$ cat config.mk
export PLATFORM = sky130hd
export DESIGN_NAME = pps_stamper
export DESIGN_NICKNAME = d
export VERILOG_FILES = /design/src/rtl/pps_stamper_pkg.sv /design/src/rtl/pps_edge_detect.sv /design/src/rtl/time_keeper.sv /design/src/rtl/stamp_stream.sv /design/src/rtl/pps_stamper.sv
export SDC_FILE = /design/constraint.sdc
export NUM_CORES = 1
export LEC_CHECK = 0
export ABC_AREA = 1
export BUFFER_PORTS_ARGS = -buffer_cell sky130_fd_sc_hd__buf_4
export CORE_MARGIN = 2
export CORE_UTILIZATION = 52
export DETAILED_ROUTE_END_ITERATION = 6
export GPL_TIMING_DRIVEN = 0
export PLACE_DENSITY = 0.85
export SYNTH_ARGS = -nofsm -noshare
export SYNTH_HDL_FRONTEND = slang
export SYNTH_SLANG_ARGS = --single-unit
$ cat constraint.sdc
create_clock -name clk -period 2.1 [get_ports clk]
set_clock_uncertainty 0.05 [all_clocks]
set_input_delay 0.105 -clock clk [delete_from_list [all_inputs] [get_ports clk]]
set_output_delay 0.105 -clock clk [all_outputs]
set_load 0.005 [all_outputs]
$ cat src/rtl/pps_stamper_pkg.sv
package pps_stamper_pkg;

   localparam int unsigned DEF_SEC_W   = 32;
   localparam int unsigned DEF_TICK_W  = 24;
   localparam int unsigned DEF_TPS     = 10_000_000;

   typedef enum logic [1:0] {
      TK_RUN   = 2'd0,
      TK_ALIGN = 2'd1,
      TK_WRAP  = 2'd2
   } tk_action_e;

endpackage

$ cat src/rtl/pps_edge_detect.sv
module pps_edge_detect #(
   parameter int unsigned SYNC_STAGES = 2
) (
   input  logic clk,
   input  logic rst_n,
   input  logic pps_in,
   output logic pps_stb
);

   logic level;
   logic level_q;

   generate
      if (SYNC_STAGES == 0) begin : g_direct
         assign level = pps_in;
      end else begin : g_sync
         logic [SYNC_STAGES-1:0] chain;
         always_ff @(posedge clk or negedge rst_n) begin
            if (!rst_n) begin
               chain <= '0;
            end else begin
               chain[0] <= pps_in;
               for (int i = 1; i < SYNC_STAGES; i++) begin
                  chain[i] <= chain[i-1];
               end
            end
         end
         assign level = chain[SYNC_STAGES-1];
      end
   endgenerate

   always_ff @(posedge clk or negedge rst_n) begin
      if (!rst_n) level_q <= 1'b0;
      else        level_q <= level;
   end

   assign pps_stb = level & ~level_q;

endmodule

$ cat src/rtl/time_keeper.sv
module time_keeper
   import pps_stamper_pkg::*;
#(
   parameter int unsigned SEC_W         = DEF_SEC_W,
   parameter int unsigned TICK_W        = DEF_TICK_W,
   parameter int unsigned TICKS_PER_SEC = DEF_TPS
) (
   input  logic              clk,
   input  logic              rst_n,
   input  logic              pps_stb,
   input  logic              host_load,
   input  logic [SEC_W-1:0]  host_sec,
   output logic [SEC_W-1:0]  sec,
   output logic [TICK_W-1:0] tick,
   output logic              time_valid,
   output logic              holdover
);

   localparam logic [TICK_W-1:0] TICK_LAST = TICK_W'(TICKS_PER_SEC - 1);

   logic             pend;
   logic [SEC_W-1:0] pend_sec;
   logic             load_now;
   logic [SEC_W-1:0] load_val;
   tk_action_e       action;

   assign load_now = host_load | pend;
   assign load_val = host_load ? host_sec : pend_sec;

   always_comb begin
      if (pps_stb)                action = TK_ALIGN;
      else if (tick == TICK_LAST) action = TK_WRAP;
      else                        action = TK_RUN;
   end

   always_ff @(posedge clk or negedge rst_n) begin
      if (!rst_n) begin
         sec        <= '0;
         tick       <= '0;
         time_valid <= 1'b0;
         holdover   <= 1'b0;
         pend       <= 1'b0;
         pend_sec   <= '0;
      end else begin
         case (action)
            TK_ALIGN: begin
               tick     <= '0;
               holdover <= 1'b0;
               pend     <= 1'b0;
               if (load_now) begin
                  sec        <= load_val;
                  time_valid <= 1'b1;
               end else begin
                  sec <= sec + 1'b1;
               end
            end
            TK_WRAP: begin
               tick     <= '0;
               sec      <= sec + 1'b1;
               holdover <= 1'b1;
            end
            default: begin
               tick <= tick + 1'b1;
            end
         endcase
         if (!pps_stb && host_load) begin
            pend     <= 1'b1;
            pend_sec <= host_sec;
         end
      end
   end

endmodule

$ cat src/rtl/stamp_stream.sv
module stamp_stream #(
   parameter int unsigned DATA_W  = 16,
   parameter int unsigned STAMP_W = 56
) (
   input  logic               clk,
   input  logic               rst_n,
   input  logic               s_valid,
   output logic               s_ready,
   input  logic [DATA_W-1:0]  s_data,
   input  logic [STAMP_W-1:0] stamp_in,
   input  logic               ok_in,
   output logic               m_valid,
   input  logic               m_ready,
   output logic [DATA_W-1:0]  m_data,
   output logic [STAMP_W-1:0] m_stamp,
   output logic               m_ok
);

   logic accept;

   assign s_ready = ~m_valid | m_ready;
   assign accept  = s_valid & s_ready;

   always_ff @(posedge clk or negedge rst_n) begin
      if (!rst_n) begin
         m_valid <= 1'b0;
         m_data  <= '0;
         m_stamp <= '0;
         m_ok    <= 1'b0;
      end else if (accept) begin
         m_valid <= 1'b1;
         m_data  <= s_data;
         m_stamp <= stamp_in;
         m_ok    <= ok_in;
      end else if (m_ready) begin
         m_valid <= 1'b0;
      end
   end

endmodule

$ cat src/rtl/pps_stamper.sv
module pps_stamper
   import pps_stamper_pkg::*;
#(
   parameter int unsigned SEC_W         = DEF_SEC_W,
   parameter int unsigned TICK_W        = DEF_TICK_W,
   parameter int unsigned TICKS_PER_SEC = DEF_TPS,
   parameter int unsigned DATA_W        = 16,
   parameter int unsigned SYNC_STAGES   = 2
) (
   input  logic                    clk,
   input  logic                    rst_n,
   input  logic                    pps_in,
   input  logic                    host_load,
   input  logic [SEC_W-1:0]        host_sec,
   input  logic                    s_valid,
   output logic                    s_ready,
   input  logic [DATA_W-1:0]       s_data,
   output logic                    m_valid,
   input  logic                    m_ready,
   output logic [DATA_W-1:0]       m_data,
   output logic [SEC_W+TICK_W-1:0] m_stamp,
   output logic                    m_time_ok,
   output logic [SEC_W-1:0]        time_sec,
   output logic [TICK_W-1:0]       time_tick,
   output logic                    time_valid,
   output logic                    holdover
);

   localparam int unsigned STAMP_W = SEC_W + TICK_W;

   generate
      if (TICK_W < 1 || TICK_W > 31) begin : g_bad_tick_w
         $error("pps_stamper: TICK_W must be 1..31");
      end
      if (TICKS_PER_SEC < 2 || (TICKS_PER_SEC - 1) >= (1 << TICK_W)) begin : g_bad_tps
         $error("pps_stamper: TICKS_PER_SEC does not fit TICK_W");
      end
      if (SEC_W < 1 || DATA_W < 1) begin : g_bad_w
         $error("pps_stamper: widths must be positive");
      end
   endgenerate

   logic pps_stb;

   pps_edge_detect #(.SYNC_STAGES(SYNC_STAGES)) u_edge (
      .clk     (clk),
      .rst_n   (rst_n),
      .pps_in  (pps_in),
      .pps_stb (pps_stb)
   );

   time_keeper #(
      .SEC_W         (SEC_W),
      .TICK_W        (TICK_W),
      .TICKS_PER_SEC (TICKS_PER_SEC)
   ) u_time (
      .clk        (clk),
      .rst_n      (rst_n),
      .pps_stb    (pps_stb),
      .host_load  (host_load),
      .host_sec   (host_sec),
      .sec        (time_sec),
      .tick       (time_tick),
      .time_valid (time_valid),
      .holdover   (holdover)
   );

   stamp_stream #(.DATA_W(DATA_W), .STAMP_W(STAMP_W)) u_stream (
      .clk      (clk),
      .rst_n    (rst_n),
      .s_valid  (s_valid),
      .s_ready  (s_ready),
      .s_data   (s_data),
      .stamp_in ({time_sec, time_tick}),
      .ok_in    (time_valid),
      .m_valid  (m_valid),
      .m_ready  (m_ready),
      .m_data   (m_data),
      .m_stamp  (m_stamp),
      .m_ok     (m_time_ok)
   );

endmodule

**Word-level counts from Yosys, hierarchy flattened**

Cells that the tools add are included.
W data, S select, Z words.

- Muxes and demuxes: 11
- Add/subtract/negate cells: 2
- Equality and inequality tests: 3
- Reductions and logical operators: 7
- Bitwise logic cells: 6

Operators by type and width:

| kind | number |
|---|---|
| $mux W32 | 2 |
| $pmux W32 S2 | 1 |
| $add A32 B1 Y32 const B | 1 |
| $add A24 B1 Y24 const B | 1 |
| $eq A24 B24 Y1 const B | 1 |
| $mux W24 | 1 |
| $reduce_bool A2 Y1 | 3 |
| $mux W1 | 4 |
| $mux W2 | 2 |
| $and A1 B1 Y1 | 2 |
| $eq A2 B1 Y1 const B | 1 |
| $eq A2 B2 Y1 const B | 1 |
| $not A1 Y1 | 2 |
| $or A1 B1 Y1 | 2 |
| $pmux W1 S2 | 1 |
| $reduce_and A2 Y1 | 1 |
| $reduce_or A2 Y1 | 1 |
| $logic_and A1 B1 Y1 | 1 |
| $logic_not A1 Y1 | 1 |

- Bits of input ports: 54
- Register bits after elaboration: 168

**Longest topological paths before layout**

Gate-level depths: netlist of the first run.

- Depth in word-level cells: 6
- Mapped depth: 12
- Depth with buffers taken out: 11

**By module**

Synthesis of the first run repeated with hierarchy kept, for this count alone.

- Cells, all modules: 1,112
- Area total of the unflattened synthesis: 8,612.0 um^2

By module, submodules not included:

| module | cells each | times used | area each (um^2) |
|---|---|---|---|
| time_keeper | 786 | 1 | 5,566.6 |
| stamp_stream | 321 | 1 | 2,960.3 |
| pps_edge_detect | 5 | 1 | 85.1 |

**Worst setup path before layout of the first run**

OpenSTA, ideal clock, no wires.

- Path type: register to register
- Start: register u_time.tick[0]
- End: register u_time.sec[25]
- Buffers on the path: 2
- Slack: 0.347 ns
- Data arrival time: 1.585 ns
- Cell stages (with the launch flop): 13
- Cell sequence: dfrtp_1 ha_1 nand2_1 nor2_4 nand2_1 nor2_4 nand2_2 nand2_2 inv_2 buf_6 buf_6 nand2_1 nand2_1

- Word-level cells in the longest chain between the ends: 5
- Elaborated cells on any way between the ends: 7

RTL lines:

| element | RTL line | RTL |
|---|---|---|
| start, declared | time_keeper.sv:14 | `output logic [TICK_W-1:0] tick,` |
| start signal, assigned | time_keeper.sv:63 | `tick <= tick + 1'b1;` |
| $eq A24 B24 Y1 (*) | time_keeper.sv:32 | `else if (tick == TICK_LAST) action = TK_WRAP;` |
| $mux W2 (*) | time_keeper.sv:32 |  |
| $mux W2 (*) | time_keeper.sv:31 | `if (pps_stb) action = TK_ALIGN;` |
| $eq A2 B2 Y1 or $eq A2 B1 Y1 (tied branches) | time_keeper.sv:45 | `case (action)` |
| $pmux W32 S2 or $reduce_bool A2 Y1 (tied branches) | n/a |  |
| end signal, assigned | time_keeper.sv:51 | `sec <= load_val;` |
| end signal, assigned | time_keeper.sv:54 | `sec <= sec + 1'b1;` |
| end signal, assigned | time_keeper.sv:59 | `sec <= sec + 1'b1;` |
| end, declared | time_keeper.sv:13 | `output logic [SEC_W-1:0] sec,` |

Every way passes the cells marked *; elsewhere a longest branch is shown, timed or not.
A chain may end at the register's enable or synchronous reset.

**Worst setup path after layout of the first run**

- Start: register u_time.tick[14]
- End: register u_time.sec[25]

The elaborated chain is that of the path after synthesis.

==> out/results.txt, run 1 <==
status: complete, no violations
vias: 7972
top cell type by total area after synthesis: dfrtp_1
sequential element share of the synthesized area: 50.6%
die height: 130 µm
hold endpoint: u_time.pend
Root Buffer: clkbuf_16
count of final hold-check violations: 0
worst hold path startpoint: host_load
depth of the worst register-to-register path: 12
share of cells above drive strength 1: 26.5%
top cell type's share of synthesized area: 50.6%
Syn Inst Count: 991
number of flops mapped to enable cells by yosys: 0
setup_tns: 0 ns
worst min path class: in2reg
Initial Util: 52.7%
Slew headroom: 57.3%
flop2flop setup slack: 0.07 ns
DRC Markers: 0
peak supply drop: 0.613 mV
crit-path cells: inv_1, nand2_1, nor3_1, nand2_1, nor2_4, nand2_2, nand2_2, inv_2, buf_6, buf_6, nand2_1, nand2_1
CP startpoint kind: flop
asr flop ratio synth: 100%
Max Cap Violations: 0
largest net degree at the start of global routing: 105
number of fill cells in the layout: 1178
first-pass GRT wire length: 40100 µm
1st-iter DRT viols: 750
total grt overflow: 0
clk_lat worst skew: 0.44 ns
Most used DFF post-synth: dfrtp_1
synthesis-stage register bit count: 168
vias in the first global route: 7819
cell with the most instances after synthesis: nand2_1
Post-Syn Nets: 1047
CP arrival: 2.30 ns
Hold Path Depth: 3
largest cells by area after synthesis: dfrtp_1, nand2_1, mux2_2
IO Count: 187
period utilization: 96.4%
H-tree depth: 4
row cnt: 46
worst path required time: 2.37 ns
DIE WIDTH: 130 µm
Num Clock Sinks: 168
WL/cell: 17.6 µm
reg-to-reg endpoint: u_time.sec[25]
Worst Setup Path Type: reg2reg
dpl hpwl: 18000 µm
CTS tree: yes
Worst setup EP type: flop
cts bufs inserted: 17
commonest cells in the netlist: nand2_1, dfrtp_1, nor2_1, inv_1, nand3_1
hold_ws: 0.0901 ns
Total GRT Usage: 30.9%
most used cell, CP: nand2_1
clk buf depth: 2
critical path's largest stage delay: 0.46 ns
clock slew at reported path FFs: 0.07 ns
nets: 1307
Antenna Violating Nets Remaining: 0
Crit-path slowest cell: dfrtp_1
antenna diode count: 0
Pleak: 5.44 nW
Final Worst Setup Slack: 0.0749 ns
initial antenna violation count: 0
mapped cell area: 0.00831 mm²
Mapped Avg Cell Area: 8.39 µm²
Placement Setup Slack: -0.0279 ns
Fmax: 494 MHz
Placeable Area: 0.0158 mm²
Ys Warns: 0
# setup viols final: 0
area grow syn2layout: 34.8%
gp weighted congestion: 0.961
1st-pass router iterations: 5
Worst-Margin Slew: 0.640 ns
input/output buffers: 185
die area: 0.0170 mm²
min cycle time layout: 2.03 ns
R2R Path Start: u_time.tick[14]
Slew Viols, Final: 0
number of vias per cell: 5.39
Power Density: 817 mW/mm²
Worst Path Max Fanout: 10
Total Routed Length: 26000 µm
Synth cell types: 30
worst max-delay path by stage:
stage                    start                   end  slack (ns)
2_1_floorplan   u_time.tick[0]        u_time.sec[25]        0.35
3_3_place_gp             rst_n  u_stream.m_stamp[39]       -0.06
3_5_place_dp   u_time.tick[11]        u_time.sec[25]       -0.03
4_1_cts         u_time.tick[0]         u_time.sec[9]        0.02
5_1_grt         u_time.tick[0]        u_time.sec[28]      -0.006
6_report       u_time.tick[14]        u_time.sec[25]        0.07
flip-flops by register name (all words and copies together) (netlist names):
| name | flops |
|---|---|
| u_time.time_valid | 1 |
| u_time.pend_sec | 32 |
| u_time.sec | 32 |
| u_time.holdover | 1 |
| u_time.tick | 24 |
| u_edge.level_q | 1 |
| u_time.pend | 1 |
| u_stream.m_data | 16 |
| u_edge.g_sync.chain | 2 |
| u_stream.m_ok | 1 |
| u_stream.m_stamp | 56 |
| u_stream.m_valid | 1 |
cell usage in the layout (no fill, tap or decap), types with 4 or more instances in the layout:
master | synthesis | layout
mux2_2 | 62 | 62
clkinv_2 | 0 | 4
inv_2 | 3 | 4
dlygate4sd3_1 | 0 | 51
nor2_1 | 116 | 111
nor2_2 | 6 | 8
inv_1 | 66 | 65
buf_6 | 6 | 6
nor3_1 | 17 | 15
dfrtp_1 | 168 | 167
nor2_4 | 2 | 5
buf_2 | 14 | 12
buf_4 | 0 | 188
clkbuf_1 | 12 | 10
a21oi_1 | 5 | 5
nand2_1 | 336 | 336
clkbuf_16 | 0 | 17
nand3_1 | 63 | 62
xor2_1 | 26 | 26
o21ai_0 | 48 | 48
nand4_1 | 14 | 14
mux2i_1 | 6 | 6
through the flow:
step / power, mW / cells / instance area [µm²] / util (%)
after global routing: 9.55 / 1480 / 11200 / 71.0
final: 9.15 / 1480 / 11200 / 71.0
after floorplan: 4.86 / 991 / 8310 / -
after global placement: 5.82 / 1392 / 9970 / 63.2
after detailed placement: 5.90 / 1393 / 10000 / 63.5
after CTS: 9.11 / 1476 / 11100 / 70.5
logic make-up after synthesis:
group	share of synthesized area, %
multiplexers	9.12
AO/OA/AOI/OAI	3.58
XOR/XNOR	2.95
adder cells (fa/ha/maj)	0.301
buffers and inverters	5.45
AND/OR/NAND/NOR	28.0
flip-flops	50.6
critical path, delay by kind of cell, from the launching register on:
family,cells,cell delay [ns]
AND/OR/NAND/NOR,8,0.89
buffers and inverters,4,0.51
flip-flops,1,0.46
metal layers:
layer  wire length (µm)  track usage, %  vias to the layer above  share of wire [%]
met5                  0               0                        -                  0
met4                586            10.0                        0                2.3
met3               2240            7.90                       57                8.6
met2              12700            50.8                      358                 49
met1              10500            40.3                     3855                 40
li1                   -               -                     3702                  -
power by group:
part | internal (mW) | switching (mW) | leakage, nW
clock network | 1.79 | 1.37 | 0.287
registers | 3.66 | 0.400 | 2.08
logic | 0.974 | 0.953 | 3.07
total | 6.43 | 2.72 | 5.44
layout make-up:
class,count,area (µm²),area share [%]
Inverter,70,263,2.35
Clock buffer,18,439,3.92
Clock inverter,14,148,1.32
Multi-Input combinational cell,719,3720,33.2
Sequential cell,168,4210,37.5
Buffer,34,198,1.76
Timing Repair Buffer,241,1960,17.5
Tap cell,216,270,2.41
repair_timing:
item	CTS	global route
setup buffers	0	4
setup endpoints to repair	20	70
hold endpoints to repair	115	0
gates cloned	0	0
pin swaps	0	4
resized for setup	3	19
hold buffers	51	0
(Power assumes the default switching activity.)
==> run 2, diff against run 1 <==
Settings changed: CORE_ASPECT_RATIO from default to 1.2.
==> run 2 against run 1 <==
Setup slack better by 0.041 ns. Cell count is 0.27% lower. Non-clock buffer count is 4 higher. Die area hardly changed. Worst hold slack worse by 0.024 ns. First-iteration DRC count is 6.7% lower. Wire length is 3.4% lower. Total power is 0.66% lower. Largest cell class unchanged.
==> out/results.txt, run 2 (synthesized netlist as in run 1, its figures left out) <==
Initial Util: 53.2%
clock slew at reported path FFs: 0.07 ns
count of final hold-check violations: 0
total grt overflow: 0
Placement Setup Slack: -0.0441 ns
most frequent cells in the layout: nand2_1, buf_4, dfrtp_1
worst path required time: 2.38 ns
Worst Path Max Fanout: 10
largest reg by FF count: u_stream.m_stamp
Final Util: 71.7%
peak supply drop: 0.487 mV
flop2flop setup slack: 0.12 ns
number of fill cells in the layout: 1219
first-pass GRT wire length: 39300 µm
share of cells above drive strength 1: 26.4%
Slew Viols, Final: 0
Slew headroom: 55.2%
Hold Path Depth: 3
status: complete, no violations
nets: 1311
largest net degree at the start of global routing: 96
Total GRT Usage: 29.9%
clk buf depth: 2
die height: 143 µm
DIE WIDTH: 119 µm
die area: 0.0170 mm²
CTS tree: yes
vias in the first global route: 7584
period utilization: 94.5%
H-tree depth: 4
Root Buffer: clkbuf_16
gp weighted congestion: 0.897
reg-to-reg endpoint: u_time.sec[30]
Final Worst Setup Slack: 0.116 ns
commonest non-fill, non-tap cell in the layout: nand2_1
DRC Markers: 0
Max Cap Violations: 0
# setup viols final: 0
worst min path class: in2reg
worst hold path startpoint: host_load
Worst Setup Path Type: reg2reg
R2R Path Start: u_time.tick[0]
Total Routed Length: 25100 µm
Worst-Margin Slew: 0.672 ns
Num Clock Sinks: 168
depth of the worst register-to-register path: 11
CP startpoint kind: flop
Total Power: 9.09 mW
area grow syn2layout: 34.8%
Largest register FFs: 56
vias: 7813
1st-iter DRT viols: 700
Fmax: 504 MHz
Pleak: 5.46 nW
Worst setup EP type: flop
largest registers: u_stream.m_stamp x56, u_time.pend_sec x32, u_time.sec x32
min cycle time layout: 1.98 ns
IO Count: 187
row cnt: 50
hold endpoint: u_time.pend
Power Density: 811 mW/mm²
1st-pass router iterations: 7
antenna diode count: 0
input/output buffers: 185
WL/cell: 17.0 µm
clk_lat worst skew: 0.43 ns
Placeable Area: 0.0156 mm²
dpl hpwl: 17700 µm
initial antenna violation count: 0
cts bufs inserted: 17
number of vias per cell: 5.29
Antenna Violating Nets Remaining: 0
CP arrival: 2.26 ns
run 2: cell types whose count changed in the layout (fill, tap and decap cells not counted), moves of 2 or more:
cell      before  now
clkbuf_4       2    0
buf_4        188  193
clkbuf_8       1    3
clkinv_2       4    2
nor2_1       111  113
nor2_2         8    6
run 2: report_power, final:
| part | total (mW) | leakage [nW] | internal, mW | switching, mW |
|---|---|---|---|---|
| clock | 3.10 | 0.280 | 1.74 | 1.36 |
| sequential | 4.06 | 2.08 | 3.66 | 0.394 |
| combinational | 1.93 | 3.09 | 0.990 | 0.943 |
| total | 9.09 | 5.46 | 6.39 | 2.70 |
run 2: repair_timing:
action,4_1_cts,5_1_grt
setup buffers,1,7
resized for setup,4,14
pin swaps,0,4
hold endpoints to repair,130,0
setup endpoints to repair,30,62
gates cloned,0,0
hold buffers,51,0
run 2: critical path, stage by stage, from the launching register on:
cell	delay [ns]
dfrtp_1	0.41
ha_2	0.22
nand2_1	0.10
nor2_4	0.16
nand2_2	0.10
nor2_4	0.12
nand4_4	0.18
nand2_8	0.17
buf_6	0.17
nand3_1	0.09
nand2_1	0.06
nand2_1	0.04
run 2: worst max path at each step:
stage,cells past startpoint,slack [ns],end,from
5_1_grt,9,-0.01,u_time.sec[16],u_time.sec[1]
4_1_cts,11,0.03,u_time.tick[13],u_time.tick[0]
6_report,11,0.12,u_time.sec[30],u_time.tick[0]
2_1_floorplan,12,0.35,u_time.sec[25],u_time.tick[0]
3_3_place_gp,1,-0.04,u_stream.m_data[10],rst_n
3_5_place_dp,11,-0.04,u_time.sec[17],u_time.tick[0]
run 2: metrics by stage:
stage,TNS [ns],hold slack [ns],instance area (µm²),std cells
finish,0,0.0662,11200,1476
global route,-0.0122,0.0997,11200,1476
CTS,0,0.0650,11100,1469
detailed placement,-0.312,0.0577,10000,1385
global placement,-4.38,0.164,9960,1384
floorplan,0,-0.241,8310,991
run 2: cell type report:
cell class              instances  area [µm²]  area share (%)
multi-input cells             719        3710            33.1
clock inverters                12         115            1.03
clock buffers                  20         467            4.16
plain buffers                  34         199            1.77
flip-flops and latches        168        4210            37.5
inverters                      70         263            2.34
repair buffers                245        1990            17.8
well taps                     208         260            2.32
run 2: layer usage:
metal	track usage, %	vias to the layer above	part of all wire, %
met1	37.4	3736	40
met2	51.5	324	51
met5	0	-	0
met4	12.8	0	2.8
met3	5.05	53	6.4
li1	-	3700	-
